--- src/rtl/gf_ps_pkg.sv ---
package gf_ps_pkg;
  parameter int unsigned GF_M_DEFAULT = 8;
  // low bits of x^8 + x^4 + x^3 + x + 1
  parameter logic [31:0] GF_POLY_DEFAULT = 32'h1B;

  function automatic int unsigned cnt_width(input int unsigned n);
    return (n < 2) ? 1 : $clog2(n + 1);
  endfunction
endpackage

--- src/rtl/gf_ps_mulx2.sv ---
module gf_ps_mulx2 #(
  parameter int unsigned  M    = 8,
  parameter logic [M-1:0] POLY = '0
) (
  input  logic [M-1:0] p_i,
  output logic [M-1:0] p_o
);
  logic [M-1:0] once;

  always_comb begin
    once = {p_i[M-2:0], 1'b0} ^ (p_i[M-1] ? POLY : '0);
    p_o  = {once[M-2:0], 1'b0} ^ (once[M-1] ? POLY : '0);
  end
endmodule

--- src/rtl/gf_ps_cell.sv ---
module gf_ps_cell #(
  parameter int unsigned  M    = 8,
  parameter logic [M-1:0] POLY = '0,
  parameter bit           LAST = 1'b0
) (
  input  logic         clk_i,
  input  logic         rst_ni,
  input  logic         valid_i,
  input  logic [M-1:0] p_i,
  input  logic [M-1:0] a_i,
  input  logic [M-1:0] b_i,
  input  logic [M-1:0] c_i,
  output logic         valid_o,
  output logic [M-1:0] p_o,
  output logic [M-1:0] a_o,
  output logic [M-1:0] b_o,
  output logic [M-1:0] c_o
);
  logic [M-1:0] p_sq;
  logic [M-1:0] p_next;

  gf_ps_mulx2 #(.M(M), .POLY(POLY)) u_mulx2 (
    .p_i (p_i),
    .p_o (p_sq)
  );

  // one AND level into one XOR level
  always_comb begin
    p_next = p_sq ^ (b_i[M-1] ? a_i : '0);
    if (LAST) p_next = p_next ^ c_i;
  end

  always_ff @(posedge clk_i or negedge rst_ni) begin
    if (!rst_ni) begin
      valid_o <= 1'b0;
      p_o     <= '0;
      a_o     <= '0;
      b_o     <= '0;
      c_o     <= '0;
    end else begin
      valid_o <= valid_i;
      p_o     <= p_next;
      a_o     <= a_i;
      b_o     <= {b_i[M-2:0], 1'b0};
      c_o     <= c_i;
    end
  end

  generate
    if (LAST) begin : g_last_chk
      // zero partial and zero final bit must leave only C
      p_zero_b_tail_r6: assert property (@(posedge clk_i) disable iff (!rst_ni)
        ($past(p_i) == '0 && !$past(b_i[M-1])) |-> p_o == $past(c_i));
    end
  endgenerate
endmodule

--- src/rtl/gf_power_sum.sv ---
module gf_power_sum
  import gf_ps_pkg::*;
#(
  parameter int unsigned  M    = GF_M_DEFAULT,
  parameter logic [M-1:0] POLY = GF_POLY_DEFAULT[M-1:0]
) (
  input  logic         clk_i,
  input  logic         rst_ni,
  input  logic         valid_i,
  input  logic [M-1:0] a_i,
  input  logic [M-1:0] b_i,
  input  logic [M-1:0] c_i,
  output logic         valid_o,
  output logic [M-1:0] y_o
);
  localparam int unsigned CW = cnt_width(M + 1);

  logic         v_s [M+1];
  logic [M-1:0] p_s [M+1];
  logic [M-1:0] a_s [M+1];
  logic [M-1:0] b_s [M+1];
  logic [M-1:0] c_s [M+1];

  assign v_s[0] = valid_i;
  assign p_s[0] = '0;
  assign a_s[0] = a_i;
  assign b_s[0] = b_i;
  assign c_s[0] = c_i;

  for (genvar k = 0; k < M; k++) begin : g_stage
    gf_ps_cell #(.M(M), .POLY(POLY), .LAST(k == M - 1)) u_cell (
      .clk_i   (clk_i),
      .rst_ni  (rst_ni),
      .valid_i (v_s[k]),
      .p_i     (p_s[k]),
      .a_i     (a_s[k]),
      .b_i     (b_s[k]),
      .c_i     (c_s[k]),
      .valid_o (v_s[k+1]),
      .p_o     (p_s[k+1]),
      .a_o     (a_s[k+1]),
      .b_o     (b_s[k+1]),
      .c_o     (c_s[k+1])
    );
  end

  assign valid_o = v_s[M];
  assign y_o     = p_s[M];

  // checking state: items in flight, cycles since reset
  logic [CW-1:0] inflight_q;
  logic [CW-1:0] since_rst_q;

  always_ff @(posedge clk_i or negedge rst_ni) begin
    if (!rst_ni) begin
      inflight_q  <= '0;
      since_rst_q <= '0;
    end else begin
      inflight_q <= inflight_q + CW'(valid_i) - CW'(valid_o);
      if (since_rst_q < CW'(M)) since_rst_q <= since_rst_q + 1'b1;
    end
  end

  p_idle_after_reset_r5: assert property (@(posedge clk_i) disable iff (!rst_ni)
    (since_rst_q < CW'(M)) |-> !valid_o);

  p_inflight_bound_r3: assert property (@(posedge clk_i) disable iff (!rst_ni)
    inflight_q <= CW'(M));

  p_out_needs_in_r4: assert property (@(posedge clk_i) disable iff (!rst_ni)
    valid_o |-> inflight_q != '0);

  p_reset_low_r5: assert property (@(posedge clk_i)
    !rst_ni |-> !valid_o);
endmodule

--- config.mk ---
export PLATFORM = sky130hd
export DESIGN_NAME = gf_power_sum
export DESIGN_NICKNAME = d
export VERILOG_FILES = /design/src/rtl/gf_ps_pkg.sv /design/src/rtl/gf_ps_mulx2.sv /design/src/rtl/gf_ps_cell.sv /design/src/rtl/gf_power_sum.sv
export SDC_FILE = /design/constraint.sdc
export NUM_CORES = 1
export LEC_CHECK = 0
export ABC_AREA = 1
export BUFFER_PORTS_ARGS = -buffer_cell sky130_fd_sc_hd__buf_2
export CAP_MARGIN = 20
export CORE_UTILIZATION = 40
export DETAILED_ROUTE_END_ITERATION = 10
export GPL_ROUTABILITY_DRIVEN = 0
export PLACE_DENSITY_LB_ADDON = 0.3
export RECOVER_POWER = 50
export SETUP_SLACK_MARGIN = 0.05
export SYNTH_ARGS = -nofsm -noshare
export SYNTH_HDL_FRONTEND = slang
export SYNTH_SLANG_ARGS = --single-unit
--- constraint.sdc ---
create_clock -name clk_i -period 1.2 [get_ports clk_i]
set_clock_uncertainty 0.15 [all_clocks]
set_input_delay 0.24 -clock clk_i [delete_from_list [all_inputs] [get_ports clk_i]]
set_output_delay 0.24 -clock clk_i [all_outputs]
set_load 0.005 [all_outputs]
Word-level counts from Yosys, hierarchy flattened
Index checks and enable logic that the tools add are counted.
- flip-flop bits (word level): 212
- bits of input ports: 27
- output and inout port bits: 9
- multiplexer cells: 22
- bitwise logic cells: 22
- operators by type and width (operator ; number):
    $xor A8 B8 Y8 ; 15
    $mux W5 ; 14
    $mux W8 ; 8
    $xor A8 B5 Y8 ; 7

Longest topological paths before layout
Gate-level depths: netlist of run 1.
- depth in word-level cells: 6
- gate-level depth with buffers: 8

Modules after synthesis
A second synthesis of run 1 with hierarchy kept.
- cell total of the unflattened synthesis: 792
- area total of the unflattened synthesis: 8982.4 sq um
- by module, submodules not included (module ; instances ; cells an instance ; area an instance (sq um)):
    gf_ps_cell at g_stage[0].u_cell ... ; 7 ; 76 ; 1003.5
    gf_ps_cell at g_stage[7].u_cell ; 1 ; 123 ; 1193.6
    gf_ps_mulx2 ; 8 ; 17 ; 95.1
    gf_power_sum ; 1 ; 1 ; 3.8

Worst setup path before layout of run 1
Ideal clock, no wire load.
- path type: register -> register
- start: register g_stage[0].u_cell.b_o[7]
- end: register g_stage[1].u_cell.p_o[4]
- setup time: 113 ps
- data arrival time: 849 ps
- data required time: 937 ps
- path slack: 88 ps
- stages on the path, launching flop included: 8
- clock period less this slack: 1112 ps
- cell sequence: dfrtp_1 -> buf_6 -> nand2_2 -> or2_1 -> nand2_1 -> nand2_1 -> nand2_1 -> inv_1
- longest elaborated chain between the ends: 2
- RTL lines (element ; line ; source):
    from (decl) ; gf_ps_cell.sv:16 ; output logic [M-1:0] b_o,
    from (signal assigned) ; gf_ps_cell.sv:44 ; b_o <= {b_i[M-2:0], 1'b0};
    $mux W8 ; gf_ps_cell.sv:29 ; p_next = p_sq ^ (b_i[M-1] ? a_i : '0);
    $xor A8 B8 Y8 ; gf_ps_cell.sv:29 ;
    net g_stage[1].u_cell.p_next[4] ; gf_ps_cell.sv:20 ; logic [M-1:0] p_next;
    to (signal assigned) ; gf_ps_cell.sv:42 ; p_o <= p_next;
    to (decl) ; gf_ps_cell.sv:14 ; output logic [M-1:0] p_o,
The timed path passes the listed nets, and every way through them passes these cells.

Final worst setup path of run 1
- start: register g_stage[7].u_cell.p_o[3]
- end: output y_o[3]
- RTL lines (element ; line ; source):
    from (decl) ; gf_ps_cell.sv:14 ;
    from (signal assigned) ; gf_ps_cell.sv:42 ;
    to (decl) ; gf_power_sum.sv:14 ; output logic [M-1:0] y_o
No word-level cell between the ends.

==> out/results.ini, run 1 <==
[status]
violations=negative setup slack
status=finished, violations left

[cts]
cts_sinks=212
worstSkewPairLatency_ns=0.49
numCtsBuffers=21
clk_path_buf_depth=3
cts-root-buf=clkbuf_16
cts_tree=done
h-tree-depth=1
clkTransAtPathRegs_ns=0.06

[routing]
drt_wl_total_um=8660
drc=0
vias=3220
avgViaCountPerCell=4.15
detail-route-antenna-nets=0
firstDrtPassIters=4
wire_per_inst_um=11.2
drtIter0Drc=86

[sta]
setup-violations-final=21
max-slew-margin-rel=0.522
finalCritPeriodShare=1.13
grt_setup_unrepaired=true
fmax_mhz=738
final_hold_viol_count=0
final.min_clock_period_ns=1.35
finalSetupTns_ns=-1.35
worst_slack_ns=-0.155
worst_pin_slew_ns=0.716
drv_slew=0

[critical_path]
cp.arrival_ns=0.96
crit_chain=buf_2
critPathCaptureType=primary output
crit_family=flip-flops
crit_fanout=1
crit_required_ns=0.81
crit_type=register to primary output
slowest_stage=dfrtp_1
cp-start-kind=register
slowest_delay_ns=0.35
path_buf_inv=1

[floorplan]
die_area_mm2=0.0173
start_util=0.416
io_pins=36
core_mm2=0.0161
rows=46
die_h_um=131
die_w_um=131

[grt]
overflow=0
grt_max_degree=54
grt_pass1_wl_um=14900
first_global_vias=3351
antenna_found_initial=0
grt_util_all_layers=0.106

[pwr]
power.total_mw=18.0
p_per_area_mw_per_mm2=2110
vdd_ir_drop_max_v=0.00100
p_leak_nw=3.97

[synthesis]
synth_area_per_cell_um2=15.0
syn-num-nets=474
synth.yosys.seq_area_share=0.792
synth-seq-cells=212
synth_area_mm2=0.00670
syn_inst=447
ys_types=10
yosysWarnings=0

[layout]
num-fill-cells=1334
final_cells=776
layout.nets=575
antennaDiodeCount=0
area_growth_pct=26.8
drive_above_1_share=0.238
final_area_mm2=0.00849

[placed_design]
post-dp-hpwl_um=5680
dpl_cell_area_mm2=0.00726
io_buffers=35
dpl.cell_count=709

[flow_run]
cap_viol_max_count=0

[min_path]
hp-class=register to register

synth_stat cells:
master	count	share of area
buf_6	7	0.012
clkbuf_1	1	0.00056
dfrtp_1	212	0.79
inv_1	30	0.017
nand2_1	92	0.052
nand2_2	6	0.0056
nand3_1	10	0.0075
or2_1	6	0.0056
xnor2_1	45	0.059
xor2_1	38	0.050
cells in the final DEF (no fill, tap or decap):
cell type	instances
or2_1	6
inv_6	1
buf_12	5
nand2_2	14
clkbuf_16	21
clkbuf_4	1
xnor2_2	12
dfrtp_2	7
clkbuf_8	5
buf_4	12
clkbuf_1	12
dlygate4sd3_1	26
nand2_1	82
xor2_1	36
inv_1	27
buf_2	27
nand2_4	2
xnor2_4	5
clkinv_2	2
clkbuf_2	2
dfrtp_1	205
nand3_2	5
inv_2	3
xor2_2	2
xnor2_1	28
buf_6	7
nand3_1	5
layer usage:
layer  global-route usage  share of wire  vias to the layer above
met2                0.201           0.57                       50
met1                0.109           0.35                     1618
met5                    0              0                        -
li1                     -              -                     1531
met4               0.0375          0.029                        0
met3               0.0309          0.046                       21
per-stage QoR:
stage	hold slack (ns)	setup WS (ns)	utilization
final	0.179	-0.155	0.527
after global routing	0.188	-0.196	0.527
after CTS	0.0444	-0.177	0.511
after detailed placement	-0.00698	0.00684	0.451
after global placement	-0.00316	0.0282	0.451
after floorplan	-0.206	0.0882	-
where the power goes:
group	switching (mW)	total [mW]	internal (mW)
logic	1.37	3.10	1.72
registers	0.674	8.91	8.23
clock network	2.43	5.95	3.52
total	4.48	18.0	13.5
flip-flops by register name (all words and copies together) (netlist names):
register	flops
g_stage.u_cell.p_o	64
g_stage.u_cell.c_o	56
g_stage.u_cell.b_o	28
g_stage.u_cell.valid_o	8
g_stage.u_cell.a_o	56
layout make-up:
cell class	count	area [µm²]	share of cell area
Clock buffer	32	617	0.0726
Clock inverter	3	18.8	0.00221
Inverter	30	113	0.0133
Multi-Input combinational cell	197	1460	0.171
Sequential cell	212	5310	0.626
Tap cell	216	270	0.0318
Timing Repair Buffer	86	704	0.0829
path summary, 6_finish.rpt:
path                                          start                  endpoint  slack [ns]  cells past startpoint
max                        g_stage[7].u_cell.p_o[3]                    y_o[3]       -0.15                      1
min                        g_stage[2].u_cell.c_o[6]  g_stage[3].u_cell.c_o[6]        0.18                      0
max reg2reg                g_stage[6].u_cell.b_o[7]  g_stage[7].u_cell.p_o[1]           0                      4
min reg2reg                g_stage[2].u_cell.c_o[6]  g_stage[3].u_cell.c_o[6]        0.18                      0
max in group asynchronous                    rst_ni  g_stage[0].u_cell.a_o[4]           0                      3
min in group asynchronous                    rst_ni  g_stage[3].u_cell.a_o[1]        0.20                      2
logic make-up (layout without fill, tap and decap cells):
logic type,count (synthesis),count (layout),share of synthesized area
flip-flops,212,212,0.792
AND/OR/NAND/NOR,114,114,0.0702
buffers and inverters,38,151,0.0291
XOR/XNOR,83,83,0.109
what timing repair did:
action,4_1_cts,5_1_grt
pin swaps,1,27
setup buffers,0,6
hold endpoints to repair,244,0
resized for setup,11,49
setup endpoints to repair,20,29
hold buffers,26,0
Note: power is estimated with default switching activity, not from simulation.
==> run 2, diff against run 1 <==
GPL_TIMING_DRIVEN = 1   (was default)
RECOVER_POWER = default   (was 50)
==> out/results.ini, run 2 (synthesized netlist as in run 1, its figures left out) <==
[status]
status=finished, violations left
violations=negative setup slack

[layout]
final_area_mm2=0.00851  ; +0.19%
final_cells=776  ; unchanged
final_util=0.528  ; +0.00101
reg_top3=g_stage.u_cell.p_o (64), g_stage.u_cell.a_o (56), g_stage.u_cell.c_o (56)
area_growth_pct=27.1
drive_above_1_share=0.248  ; +0.0107
final_common_cell=dfrtp_1
largest_reg_flops=64  ; unchanged
final_cell_mix=205 x dfrtp_1, 82 x nand2_1, 36 x xor2_1, 34 x buf_2, 28 x xnor2_1
antennaDiodeCount=0  ; unchanged
regMostFlops=g_stage.u_cell.p_o
num-fill-cells=1330  ; -0.30%
layout.nets=575  ; unchanged

[sta]
fmax_mhz=738  ; about the same
max-slew-margin-rel=0.829  ; +0.307
grt_setup_unrepaired=true
worst_pin_slew_ns=0.256  ; -0.461 ns
finalSetupTns_ns=-1.35  ; +0.00191 ns
final_hold_viol_count=0  ; unchanged
worst_slack_ns=-0.155  ; unchanged
drv_slew=0  ; unchanged
setup-violations-final=10  ; -52%
finalCritPeriodShare=1.13  ; unchanged
final.min_clock_period_ns=1.35  ; unchanged

[floorplan]
die_h_um=131  ; unchanged
start_util=0.416  ; unchanged
rows=46  ; unchanged
die_w_um=131  ; unchanged
core_mm2=0.0161  ; unchanged
die_area_mm2=0.0173  ; unchanged
io_pins=36  ; unchanged

[pwr]
p_per_area_mw_per_mm2=2110  ; -0.16%
p_leak_nw=3.99  ; +0.49%
vdd_ir_drop_max_v=0.00100  ; about the same

[critical_path]
critPathCaptureType=primary output
cp-start-kind=register
crit_required_ns=0.81  ; about the same
slowest_delay_ns=0.35  ; about the same
cp.arrival_ns=0.96  ; about the same
crit_type=register to primary output
crit_fanout=1  ; unchanged
slowest_stage=dfrtp_1
worstRegToRegCells=4  ; unchanged
path_buf_inv=1  ; unchanged
cp_num_cells=1  ; unchanged
crit_chain=buf_2
crit_family=flip-flops

[grt]
grt_util_all_layers=0.106  ; unchanged
overflow=0  ; unchanged
grt_pass1_wl_um=14900  ; unchanged
grt_max_degree=54  ; unchanged
first_global_vias=3351  ; unchanged
antenna_found_initial=0  ; unchanged

[placed_design]
pre_cts_slack_ns=0.00684  ; unchanged
dpl.cell_count=709  ; unchanged
io_buffers=35  ; unchanged
post-dp-hpwl_um=5680  ; unchanged
dpl_cell_area_mm2=0.00726  ; unchanged

[cts]
cts_tree=done
h-tree-depth=1  ; unchanged
numCtsBuffers=21  ; unchanged
cts-root-buf=clkbuf_16
worstSkewPairLatency_ns=0.49  ; about the same
clkTransAtPathRegs_ns=0.06  ; about the same
clk_path_buf_depth=3  ; unchanged
cts_sinks=212  ; unchanged

[routing]
vias=3222  ; +0.062%
firstDrtPassIters=4  ; unchanged
drc=0  ; unchanged
drtIter0Drc=86  ; unchanged
wire_per_inst_um=11.2  ; about the same
detail-route-antenna-nets=0  ; unchanged
drt_wl_total_um=8660  ; about the same
avgViaCountPerCell=4.15  ; about the same

[flow_run]
cap_viol_max_count=0  ; unchanged

[min_path]
hp-class=primary input to async pin

-- run 2: changes by cell type in the layout (fill, tap and decap cells not counted), sizes merged --
cell,before,now
clkbuf,41,33
buf,51,59
-- run 2: layout make-up --
cell class | instances | area [µm²] | share of cell area
clock buffer | 32 | 617 | 0.0725
sequential | 212 | 5310 | 0.624
inverter | 30 | 113 | 0.0132
tap | 216 | 270 | 0.0318
timing repair buffer | 86 | 721 | 0.0847
clock inverter | 3 | 18.8 | 0.00221
multi-input combinational | 197 | 1460 | 0.171
-- run 2: path summary, 6_finish.rpt --
path	slack [ns]	endpoint	startpoint
max	-0.15	y_o[3]	g_stage[7].u_cell.p_o[3]
min	0.06	g_stage[3].u_cell.a_o[1]	rst_ni
max reg2reg	0	g_stage[7].u_cell.p_o[1]	g_stage[6].u_cell.b_o[7]
min reg2reg	0.18	g_stage[3].u_cell.c_o[6]	g_stage[2].u_cell.c_o[6]
max in group asynchronous	0.33	g_stage[0].u_cell.a_o[4]	rst_ni
min in group clk_i	0.18	g_stage[3].u_cell.c_o[6]	g_stage[2].u_cell.c_o[6]
-- run 2: through the flow --
step | power (mW) | hold WS (ns)
floorplan | 10.5 | -0.206
global placement | 11.2 | -0.00316
detailed placement | 11.3 | -0.00698
CTS | 17.6 | 0.0444
global route | 19.0 | 0.0588
finish | 18.0 | 0.0556
-- run 2: per-layer routing --
| metal | routed length [µm] | share of wire | track usage |
|---|---|---|---|
| met1 | 3040 | 0.35 | 0.109 |
| met2 | 4980 | 0.57 | 0.201 |
| met3 | 396 | 0.046 | 0.0309 |
| met4 | 249 | 0.029 | 0.0375 |
| met5 | 0 | 0 | 0 |
-- run 2: repair_timing --
item / CTS / global route
hold endpoints to repair: 244 / 0
gates resized for setup: 11 / 49
pin swaps: 1 / 27
hold buffers: 26 / 0
setup endpoints to repair: 20 / 29
setup buffers: 0 / 6
-- run 2: report_power, final --
part           switching [mW]  leakage (nW)  internal [mW]  total (mW)
combinational            1.37          1.20           1.73        3.10
clock                    2.43         0.314           3.52        5.95
sequential              0.674          2.47           8.23        8.91
-- run 2: worst register-to-register path: cells and delay by family (launching register included) --
| family | cells | cell delay, ns |
|---|---|---|
| flops | 1 | 0.42 |
| xor+xnor | 2 | 0.34 |
| buf+inv | 1 | 0.14 |
| simple gates | 1 | 0.06 |
